### src/rtl/dmc_pkg.sv
package dmc_pkg;
  typedef enum logic [1:0] {
    DMC_ERR    = 2'd0,
    DMC_BYPASS = 2'd1,
    DMC_LEGACY = 2'd2,
    DMC_TABLE  = 2'd3
  } dmc_mode_e;

  typedef struct packed {
    logic bus_sel;
    logic tbl_mode;
    logic byp_en;
    logic xlate_en;
  } dmc_ctrl_t;
endpackage

### src/rtl/dmc_regs.sv
module dmc_regs
  import dmc_pkg::*;
#(
  parameter int DATA_W  = 64,
  parameter int ADDR_W  = 5,
  parameter int NUM_MAP = 16
) (
  input  logic                          clk,
  input  logic                          rst,
  input  logic                          wr_en,
  input  logic [ADDR_W-1:0]             wr_addr,
  input  logic [DATA_W-1:0]             wr_data,
  output dmc_ctrl_t                     ctrl_o,
  output logic [NUM_MAP-1:0][DATA_W-1:0] map_o
);
  localparam int MAP_BASE = NUM_MAP;

  dmc_ctrl_t ctrl_q;

  always_ff @(posedge clk) begin
    if (rst) ctrl_q <= '0;
    else if (wr_en && wr_addr == '0) ctrl_q <= dmc_ctrl_t'(wr_data[3:0]);
  end

  for (genvar k = 0; k < NUM_MAP; k++) begin : g_map
    logic [DATA_W-1:0] word_q;
    always_ff @(posedge clk) begin
      if (rst) word_q <= '0;
      else if (wr_en && wr_addr == ADDR_W'(MAP_BASE + k)) word_q <= wr_data;
    end
    assign map_o[k] = word_q;

    // a hit on this slot's address must land on the next edge
    a_r2_map_write: assert property (@(posedge clk) disable iff (rst)
      (wr_en && wr_addr == ADDR_W'(MAP_BASE + k)) |=> (word_q == $past(wr_data)));
  end

  assign ctrl_o = ctrl_q;

  // addresses between the control word and the map window leave the control word alone
  a_r12_hole_ignored: assert property (@(posedge clk) disable iff (rst)
    (wr_en && wr_addr != '0 && wr_addr < ADDR_W'(MAP_BASE)) |=> $stable(ctrl_q));
endmodule

### src/rtl/dmc_mode_dec.sv
module dmc_mode_dec
  import dmc_pkg::*;
#(
  parameter int VA_W = 64
) (
  input  logic [VA_W-1:0] va,
  input  logic            msi,
  input  dmc_ctrl_t       ctrl,
  output dmc_mode_e       mode_o
);
  localparam logic [24:0] BYP_TAG = 25'h1fff800;

  logic hit_byp, hit_leg, hit_tbl;

  always_comb begin
    hit_byp = (ctrl.byp_en || msi) && (va[VA_W-1:39] == BYP_TAG);
    hit_leg = ctrl.xlate_en && !ctrl.tbl_mode && (va[VA_W-1:32] == '0);
    hit_tbl = ctrl.xlate_en &&  ctrl.tbl_mode && (va[VA_W-2:40] == '0);
    if (hit_byp)      mode_o = DMC_BYPASS;
    else if (hit_leg) mode_o = DMC_LEGACY;
    else if (hit_tbl) mode_o = DMC_TABLE;
    else              mode_o = DMC_ERR;
  end
endmodule

### src/rtl/dmc_tbl_sel.sv
module dmc_tbl_sel #(
  parameter int DATA_W  = 64,
  parameter int NUM_MAP = 16,
  parameter int TBL_W   = 5,
  parameter int BUS_W   = 8
) (
  input  logic                           va_msb,
  input  logic [BUS_W-1:0]               bus_id,
  input  logic                           bus_sel,
  input  logic [NUM_MAP-1:0][DATA_W-1:0] map,
  output logic [TBL_W-1:0]               tbl_o
);
  localparam int LANES  = DATA_W / 8;
  localparam int LANE_W = $clog2(LANES);
  localparam int WORD_W = $clog2(NUM_MAP);
  localparam int IDX_W  = WORD_W + LANE_W;

  logic [IDX_W-1:0]  idx;
  logic [WORD_W-1:0] word_sel;
  logic [LANE_W-1:0] lane_sel;
  logic [DATA_W-1:0] word;

  always_comb begin
    if (bus_sel) idx = {va_msb, bus_id[IDX_W-2:0]};
    else         idx = {va_msb, bus_id[IDX_W-1:1]};
    word_sel = idx[IDX_W-1:LANE_W];
    lane_sel = idx[LANE_W-1:0];
    word     = map[word_sel];
    tbl_o    = word[lane_sel*8 +: TBL_W];
  end
endmodule

### src/rtl/dma_mode_classifier.sv
module dma_mode_classifier
  import dmc_pkg::*;
#(
  parameter int VA_W    = 64,
  parameter int PA_W    = 40,
  parameter int BUS_W   = 8,
  parameter int DATA_W  = 64,
  parameter int ADDR_W  = 5,
  parameter int NUM_MAP = 16,
  parameter int TBL_W   = 5
) (
  input  logic              clk,
  input  logic              rst,
  input  logic              wr_en,
  input  logic [ADDR_W-1:0] wr_addr,
  input  logic [DATA_W-1:0] wr_data,
  input  logic              in_valid,
  input  logic [VA_W-1:0]   va,
  input  logic [BUS_W-1:0]  bus_id,
  input  logic              msi,
  output logic              out_valid,
  output logic [1:0]        mode,
  output logic [PA_W-1:0]   pa,
  output logic [TBL_W-1:0]  tbl_num,
  output logic              err
);
  dmc_ctrl_t                     ctrl;
  logic [NUM_MAP-1:0][DATA_W-1:0] map;
  dmc_mode_e                     mode_d;
  logic [TBL_W-1:0]              tbl_d;

  dmc_regs #(.DATA_W(DATA_W), .ADDR_W(ADDR_W), .NUM_MAP(NUM_MAP)) u_regs (
    .clk(clk), .rst(rst), .wr_en(wr_en), .wr_addr(wr_addr), .wr_data(wr_data),
    .ctrl_o(ctrl), .map_o(map)
  );

  dmc_mode_dec #(.VA_W(VA_W)) u_dec (
    .va(va), .msi(msi), .ctrl(ctrl), .mode_o(mode_d)
  );

  dmc_tbl_sel #(.DATA_W(DATA_W), .NUM_MAP(NUM_MAP), .TBL_W(TBL_W), .BUS_W(BUS_W)) u_sel (
    .va_msb(va[VA_W-1]), .bus_id(bus_id), .bus_sel(ctrl.bus_sel), .map(map), .tbl_o(tbl_d)
  );

  always_ff @(posedge clk) begin
    if (rst) begin
      out_valid <= 1'b0;
      mode      <= DMC_ERR;
      pa        <= '0;
      tbl_num   <= '0;
      err       <= 1'b0;
    end else begin
      out_valid <= in_valid;
      mode      <= in_valid ? mode_d : DMC_ERR;
      pa        <= (in_valid && mode_d == DMC_BYPASS) ? va[PA_W-1:0] : '0;
      tbl_num   <= (in_valid && mode_d == DMC_TABLE) ? tbl_d : '0;
      err       <= in_valid && mode_d == DMC_ERR;
    end
  end

  // valid follows the request by exactly one cycle
  a_r9_valid_delay: assert property (@(posedge clk) disable iff (rst)
    in_valid |=> out_valid);
  a_r9_idle_quiet: assert property (@(posedge clk) disable iff (rst)
    !out_valid |-> (mode == 2'd0 && pa == '0 && tbl_num == '0 && !err));
  // error flag only with a valid result of error code
  a_r6_err_code: assert property (@(posedge clk) disable iff (rst)
    err |-> (out_valid && mode == 2'd0));
  // a bypass result carries the low address bits of the request
  a_r3_bypass_pa: assert property (@(posedge clk) disable iff (rst)
    (out_valid && mode == 2'd1) |-> (pa == $past(va[PA_W-1:0])));
  // side outputs stay zero outside their modes
  a_r10_pa_zero: assert property (@(posedge clk) disable iff (rst)
    (mode != 2'd1) |-> (pa == '0));
  a_r10_tbl_zero: assert property (@(posedge clk) disable iff (rst)
    (mode != 2'd3) |-> (tbl_num == '0));
endmodule

### config.mk
export PLATFORM = sky130hd
export DESIGN_NAME = dma_mode_classifier
export DESIGN_NICKNAME = d
export VERILOG_FILES = /design/src/rtl/dmc_pkg.sv /design/src/rtl/dmc_regs.sv /design/src/rtl/dmc_mode_dec.sv /design/src/rtl/dmc_tbl_sel.sv /design/src/rtl/dma_mode_classifier.sv
export SDC_FILE = /design/constraint.sdc
export NUM_CORES = 2
export LEC_CHECK = 0
export ABC_CLOCK_PERIOD_IN_PS = 3350
export BUFFER_PORTS_ARGS = -buffer_cell sky130_fd_sc_hd__buf_2
export CAP_MARGIN = 0
export CORE_MARGIN = 4
export CORE_UTILIZATION = 35
export CTS_CLUSTER_SIZE = 16
export DETAILED_ROUTE_END_ITERATION = 12
export PLACE_DENSITY = 0.62
export SLEW_MARGIN = 25
export SYNTH_ARGS = -nofsm -noshare
export SYNTH_HDL_FRONTEND = slang
export SYNTH_SLANG_ARGS = --single-unit
### constraint.sdc
create_clock -name clk -period 3.35 [get_ports clk]
set_input_delay 0.67 -clock clk [delete_from_list [all_inputs] [get_ports clk]]
set_output_delay 0.67 -clock clk [all_outputs]
set_load 0.005 [all_outputs]
## Word-level counts from Yosys, hierarchy flattened

Index checks and enable logic that the tools add are counted.

- Flip-flop bits (word level): 1,077
- Latch bits: 0
- Memory bits (writable): 0
- Memory bits (read-only): 0
- Bits of input ports: 146
- Output and inout bits: 49
- Memories: 0

- Add/subtract/negate cells: 0
- Multipliers: 0
- Div/mod/pow operators: 0
- $lt $le $gt $ge: 1
- Equal/unequal tests: 19
- Shifts and indexed selects: 1
- Mux-type cells: 6
- Bitwise operators: 3
- Reduce and logical (&&, ||, !) cells: 34

Operator list:

| operator | count |
|---|---|
| 64-bit binary-select mux with 4-bit select | 1 |
| 5-bit equality test (second input constant) | 16 |
| 64-bit 2-to-1 mux | 1 |
| 64-bit by 7-bit variable part select with 5-bit output | 1 |
| 32-bit logical NOT | 1 |
| 25-bit equality test (second input constant) | 1 |
| 1-bit logical AND | 25 |
| 23-bit logical NOT | 1 |
| 2-bit 2-to-1 mux | 3 |
| 6-bit 2-to-1 mux | 1 |
| 2-bit OR reduction | 3 |
| 5-bit logical NOT | 1 |
| 4-bit by 5-bit less-than comparator with 1-bit output (second input constant) | 1 |
| 1-bit NOT | 3 |
| 2-bit by 1-bit equality test with 1-bit output (second input constant) | 1 |
| 2-bit equality test (second input constant) | 1 |
| 2-bit logical NOT | 1 |
| 1-bit logical NOT | 1 |
| 1-bit logical OR | 1 |

## Logic depth before layout (Yosys ltp)

- Word-level depth: 9
- Depth in mapped cells: 11
- Gate-level depth less buffers: 7

## Cells and area by module

Synthesis repeated with hierarchy kept, for this count alone.

- Cells, all modules: 5,025
- Area, all modules: 52,167.5 um^2

Modules (own cells, without submodules):

| module | instances | cells an instance | area an instance (um^2) | seq. area each (um^2) |
|---|---|---|---|---|
| dmc_regs | 1 | 3,537 | 39,426.6 | 20,579.7 |
| dmc_tbl_sel | 1 | 1,362 | 11,205.7 | 0.0 |
| dma_mode_classifier | 1 | 104 | 1,392.6 | 980.9 |
| dmc_mode_dec | 1 | 22 | 142.6 | 0.0 |

## Worst setup path after synthesis

OpenSTA, ideal clock, no wires.

- Path type: in2reg
- Start: input bus_id[5]
- End: register tbl_num[2]
- Setup time: 0.117 ns
- Data arrival time: 2.339 ns
- Required time: 3.233 ns
- Slack: 0.894 ns
- Stages on the path: 10
- Path buffers: 3
- Cells stage by stage: buf_2 or3b_4 o21a_1 buf_6 buf_6 o22ai_1 nor3_1 o41ai_2 o2111ai_1 a22o_1

- Cells in the longest elaborated chain, start to end: 4

Ends and longest elaborated chain:

| what | line | source |
|---|---|---|
| start: declaration | dma_mode_classifier.sv:19 | `input logic [BUS_W-1:0] bus_id,` |
| 6-bit 2-to-1 mux | dmc_tbl_sel.sv:24 | `if (bus_sel) idx = {va_msb, bus_id[IDX_W-2:0]};` |
| 64-bit binary-select mux with 4-bit select | dmc_tbl_sel.sv:28 | `word = map[word_sel];` |
| 64-bit 2-to-1 mux (not written as such) | dmc_tbl_sel.sv:28 |  |
| 64-bit by 7-bit variable part select with 5-bit output | dmc_tbl_sel.sv:29 | `tbl_o = word[lane_sel*8 +: TBL_W];` |
| end signal: assignment | dma_mode_classifier.sv:56 | `tbl_num <= (in_valid && mode_d == DMC_TABLE) ? tbl_d : '0;` |
| end: declaration | dma_mode_classifier.sv:24 | `output logic [TBL_W-1:0] tbl_num,` |

Every way passes these cells. The select of a mux whose other input is x is not followed.
A chain may end at the register's enable or synchronous reset.

## Worst setup path after layout

- Start: register u_regs.ctrl_q, in the netlist u_regs.ctrl_o[3]
- End: register tbl_num[4]

- Cells in the longest elaborated chain, start to end: 4

Ends and longest elaborated chain:

| what | line | source |
|---|---|---|
| start: declaration | dmc_regs.sv:18 | `dmc_ctrl_t ctrl_q;` |
| start signal: assignment | dmc_regs.sv:22 | `else if (wr_en && wr_addr == '0) ctrl_q <= dmc_ctrl_t'(wr_data[3:0]);` |
| 6-bit 2-to-1 mux (*) | dmc_tbl_sel.sv:24 |  |
| 64-bit binary-select mux with 4-bit select | dmc_tbl_sel.sv:28 |  |
| 64-bit 2-to-1 mux (not written as such) | dmc_tbl_sel.sv:28 |  |
| 64-bit by 7-bit variable part select with 5-bit output (*) | dmc_tbl_sel.sv:29 |  |

Mark *: on every way between the ends. The rest lies on a longest branch, timed or not. The select of a mux whose other input is x is not followed.

==> results_dict.tcl <==
set metrics [dict create \
    status "finished clean" \
    yosysUniqueCellTypes 48 \
    syn_area_per_cell_um2 7.51 \
    powerDensity_mw_per_mm2 472 \
    cellLeakagePower_uw 0.0136 \
    fp.dieW_um 320 \
    drt_iter0_markers 4134 \
    drc 0 \
    r2r_setup_slack_ps 500 \
    finClkSkew_ps 40.2 \
    switching_share_pct 26.1 \
    postCtsSetupBuffers 0 \
    report.final.setup_viol 0 \
    power_switching_uw 4830 \
    pwr-share-seq_pct 45.2 \
    synth_top_family_by_area "compound AO/OA/AOI/OAI gates" \
    ys_warn_count 0 \
    syn_inst 4521 \
    hold_viol_final 0 \
    synth_nets 4667 \
    final_cell_mix "1,310 x nand2_1, 748 x a21oi_1, 692 x dfxtp_1" \
    ant_nets 0 \
    async_reset_ff_share_pct 0 \
    grt_use_total_pct 24.0 \
    crit_type "reg -> reg" \
    combinationalPowerShare_pct 9.3 \
    critPathRequiredTime_ps 3950 \
    yosys.area_share.simple_pct 20.7 \
    ir_drop_uv 392 \
    detailed_place.area_mm2 0.0366 \
    slew_violations 0 \
    dieArea_mm2 0.102 \
    synth_area_mm2 0.0340 \
    synth-xor-area-share_pct 0 \
    first_global_vias 30175 \
    finalCritPeriodShare_pct 85.1 \
    io_pins 195 \
    stdcell_area_mm2 0.0391 \
    endpoint_kind "flip-flop" \
    muxShareOfSynthArea_pct 9.79 \
    antenna_found_initial 26 \
    wl_met3_mm 12.2 \
    coreArea_mm2 0.0956 \
    layout_commonest_cell "nand2_1" \
    nNetsFinal 4614 \
    initial_core_util_pct 35.5 \
    routed_wl_mm 129 \
    crit_fanout 28 \
    utilization_pct 40.9 \
    slew_headroom_pct 50.3 \
    num_rows 113 \
    die_h_um 320 \
    whs_ps 226 \
    dr.max_layer_used "met5" \
    synth_ff_type "dfxtp_1" \
    firstDrtPassIters 8 \
    place.gp.congestion 0.855 \
    cts_resized 0 \
    cts_sinks 693 \
    dp_hpwl_mm 77.6 \
    area_growth_pct 15.1 \
    fmax_mhz 351 \
    gr-total-overflow 0 \
    wl_met2_mm 57.4 \
    p_clk_share_pct 45.5 \
    clk_latency_ps 650 \
    tightestPinTransition_ps 744 \
    fillers 9673 \
    crit_arrival_ps 3450 \
    rsz0062_at_grt "no" \
    cts_root_buf "clkbuf_16" \
    cts_inserted_buffers 75 \
    tns_ps 0 \
    synthAdderAreaFrac_pct 0 \
    clockBufferDepth 3 \
    clkTransAtPathRegs_ps 70 \
    period_needed_ps 2850 \
    routedLengthMet1_mm 54.0 \
    io_buffer_count 169 \
    ys_seq_area_share_pct 40.8 \
    max_cap_violations 0 \
    critPathLaunchType "flip-flop" \
    cts_tree "done" \
    postCtsHoldBufs 0 \
    grt_pass1_wl_mm 192 \
    yosys_register_bits 693 \
    drive_above_1_share_pct 12.1 \
    synth_edf_count 0 \
    grt_max_degree 130 \
    wire_per_inst_um 22.3 \
    hold_path.class "in -> reg" \
    via_per_inst 5.78 \
    synth_compound_area_share_pct 22.5 \
    vias 33548 \
    p_int_uw 13600 \
    h-tree-depth 3 \
]
## path summary, 6_finish.rpt
| kind | cells after the start | to | startpoint |
|---|---|---|---|
| min | 2 | pa[6] | va[6] |
| max reg2reg | 10 | tbl_num[4] | u_regs.ctrl_o[3] |
| max | 10 | tbl_num[4] | u_regs.ctrl_o[3] |
| min reg2reg | 2 | u_regs.g_map[11].word_q[4] | u_regs.g_map[11].word_q[4] |
## logic make-up (layout without fill, tap and decap cells)
logic type / after synthesis / count (layout)
flops: 693 / 693
mux: 328 / 328
compound gates: 1270 / 1270
buf+inv: 484 / 489
simple gates: 1745 / 1745
other cells: 1 / 18
## critical path, stage by stage (launching register included)
cell,delay [ps]
dfxtp_4,630
mux2i_1,250
buf_4,180
and2_1,530
buf_4,300
o221ai_1,120
o22ai_1,220
o31ai_1,120
buf_4,170
o2111ai_1,110
a22o_1,160
## cell usage after synthesis (2+ instances only)
library cell     n  area (µm²)
a211oi_1       108         811
a21oi_1        748        3740
a22o_1          24         210
a22oi_1        124         931
and2_1          41         257
and3_1           3        18.8
buf_1           10        37.5
buf_2           74         370
buf_4           27         203
buf_6           10         113
clkbuf_1       362        1360
dfxtp_1        693       13900
mux2_2          33         372
mux2i_1        295        2950
nand2_1       1319        4950
nand2b_1        11        68.8
nand3_1          7        35.0
nand4_1          7        43.8
nor2_1         166         623
nor2b_1          6        37.5
nor3_1         156         781
nor4_1          15        93.8
nor4b_1          3        26.3
o2111ai_1        8        70.1
o21ai_0         16        80.1
o21ai_1          3        15.0
o221ai_1        57         499
o22ai_1        121         757
o311ai_0         2        17.5
o31ai_1          9        67.6
o32ai_1         40         350
o41ai_1          3        26.3
o41ai_2          2        32.5
or2_2            2        12.5
or3_1            2        12.5
or4_1            2        15.0
## area by class of cell
cell class	count	area [µm²]	share of cell area, %
repair buffers	353	2980	7.62
well taps	1265	1580	4.05
diodes	17	42.5	0.109
clock buffers	107	2160	5.52
multi-input cells	3344	18200	46.5
flip-flops and latches	693	13900	35.5
inverters	1	3.75	0.00960
clock inverters	28	270	0.691
## flip-flops by register name, summed over array words and instances, names as in the netlist
signal / flops
u_regs.ctrl_o: 4
u_regs.g_map.word_q: 640
out_valid: 1
mode: 2
err: 1
tbl_num: 5
pa: 40
## per-stage QoR
stage,setup WS (ps),std cells,total power (µW)
CTS,568,5791,18500
global placement,256,5656,10200
finish,498,5808,18500
floorplan,894,4521,9570
detailed placement,276,5656,10200
global route,388,5801,19000
## routing by layer
layer | global-route usage, % | vias up
met1 | 33.2 | 15954
li1 | - | 15616
met2 | 37.2 | 1640
met3 | 4.26 | 336
met5 | 0 | -
met4 | 9.59 | 2
## power by group through the flow
stage | Sequential (µW) | Clock [µW] | Combinational, µW
2_1_floorplan | 8510 | 0 | 1060
3_3_place_gp | 8520 | 0 | 1660
3_5_place_dp | 8520 | 0 | 1670
4_1_cts | 8340 | 8490 | 1680
5_1_grt | 8340 | 8830 | 1810
6_report | 8340 | 8400 | 1720
(Power assumes the default switching activity.)
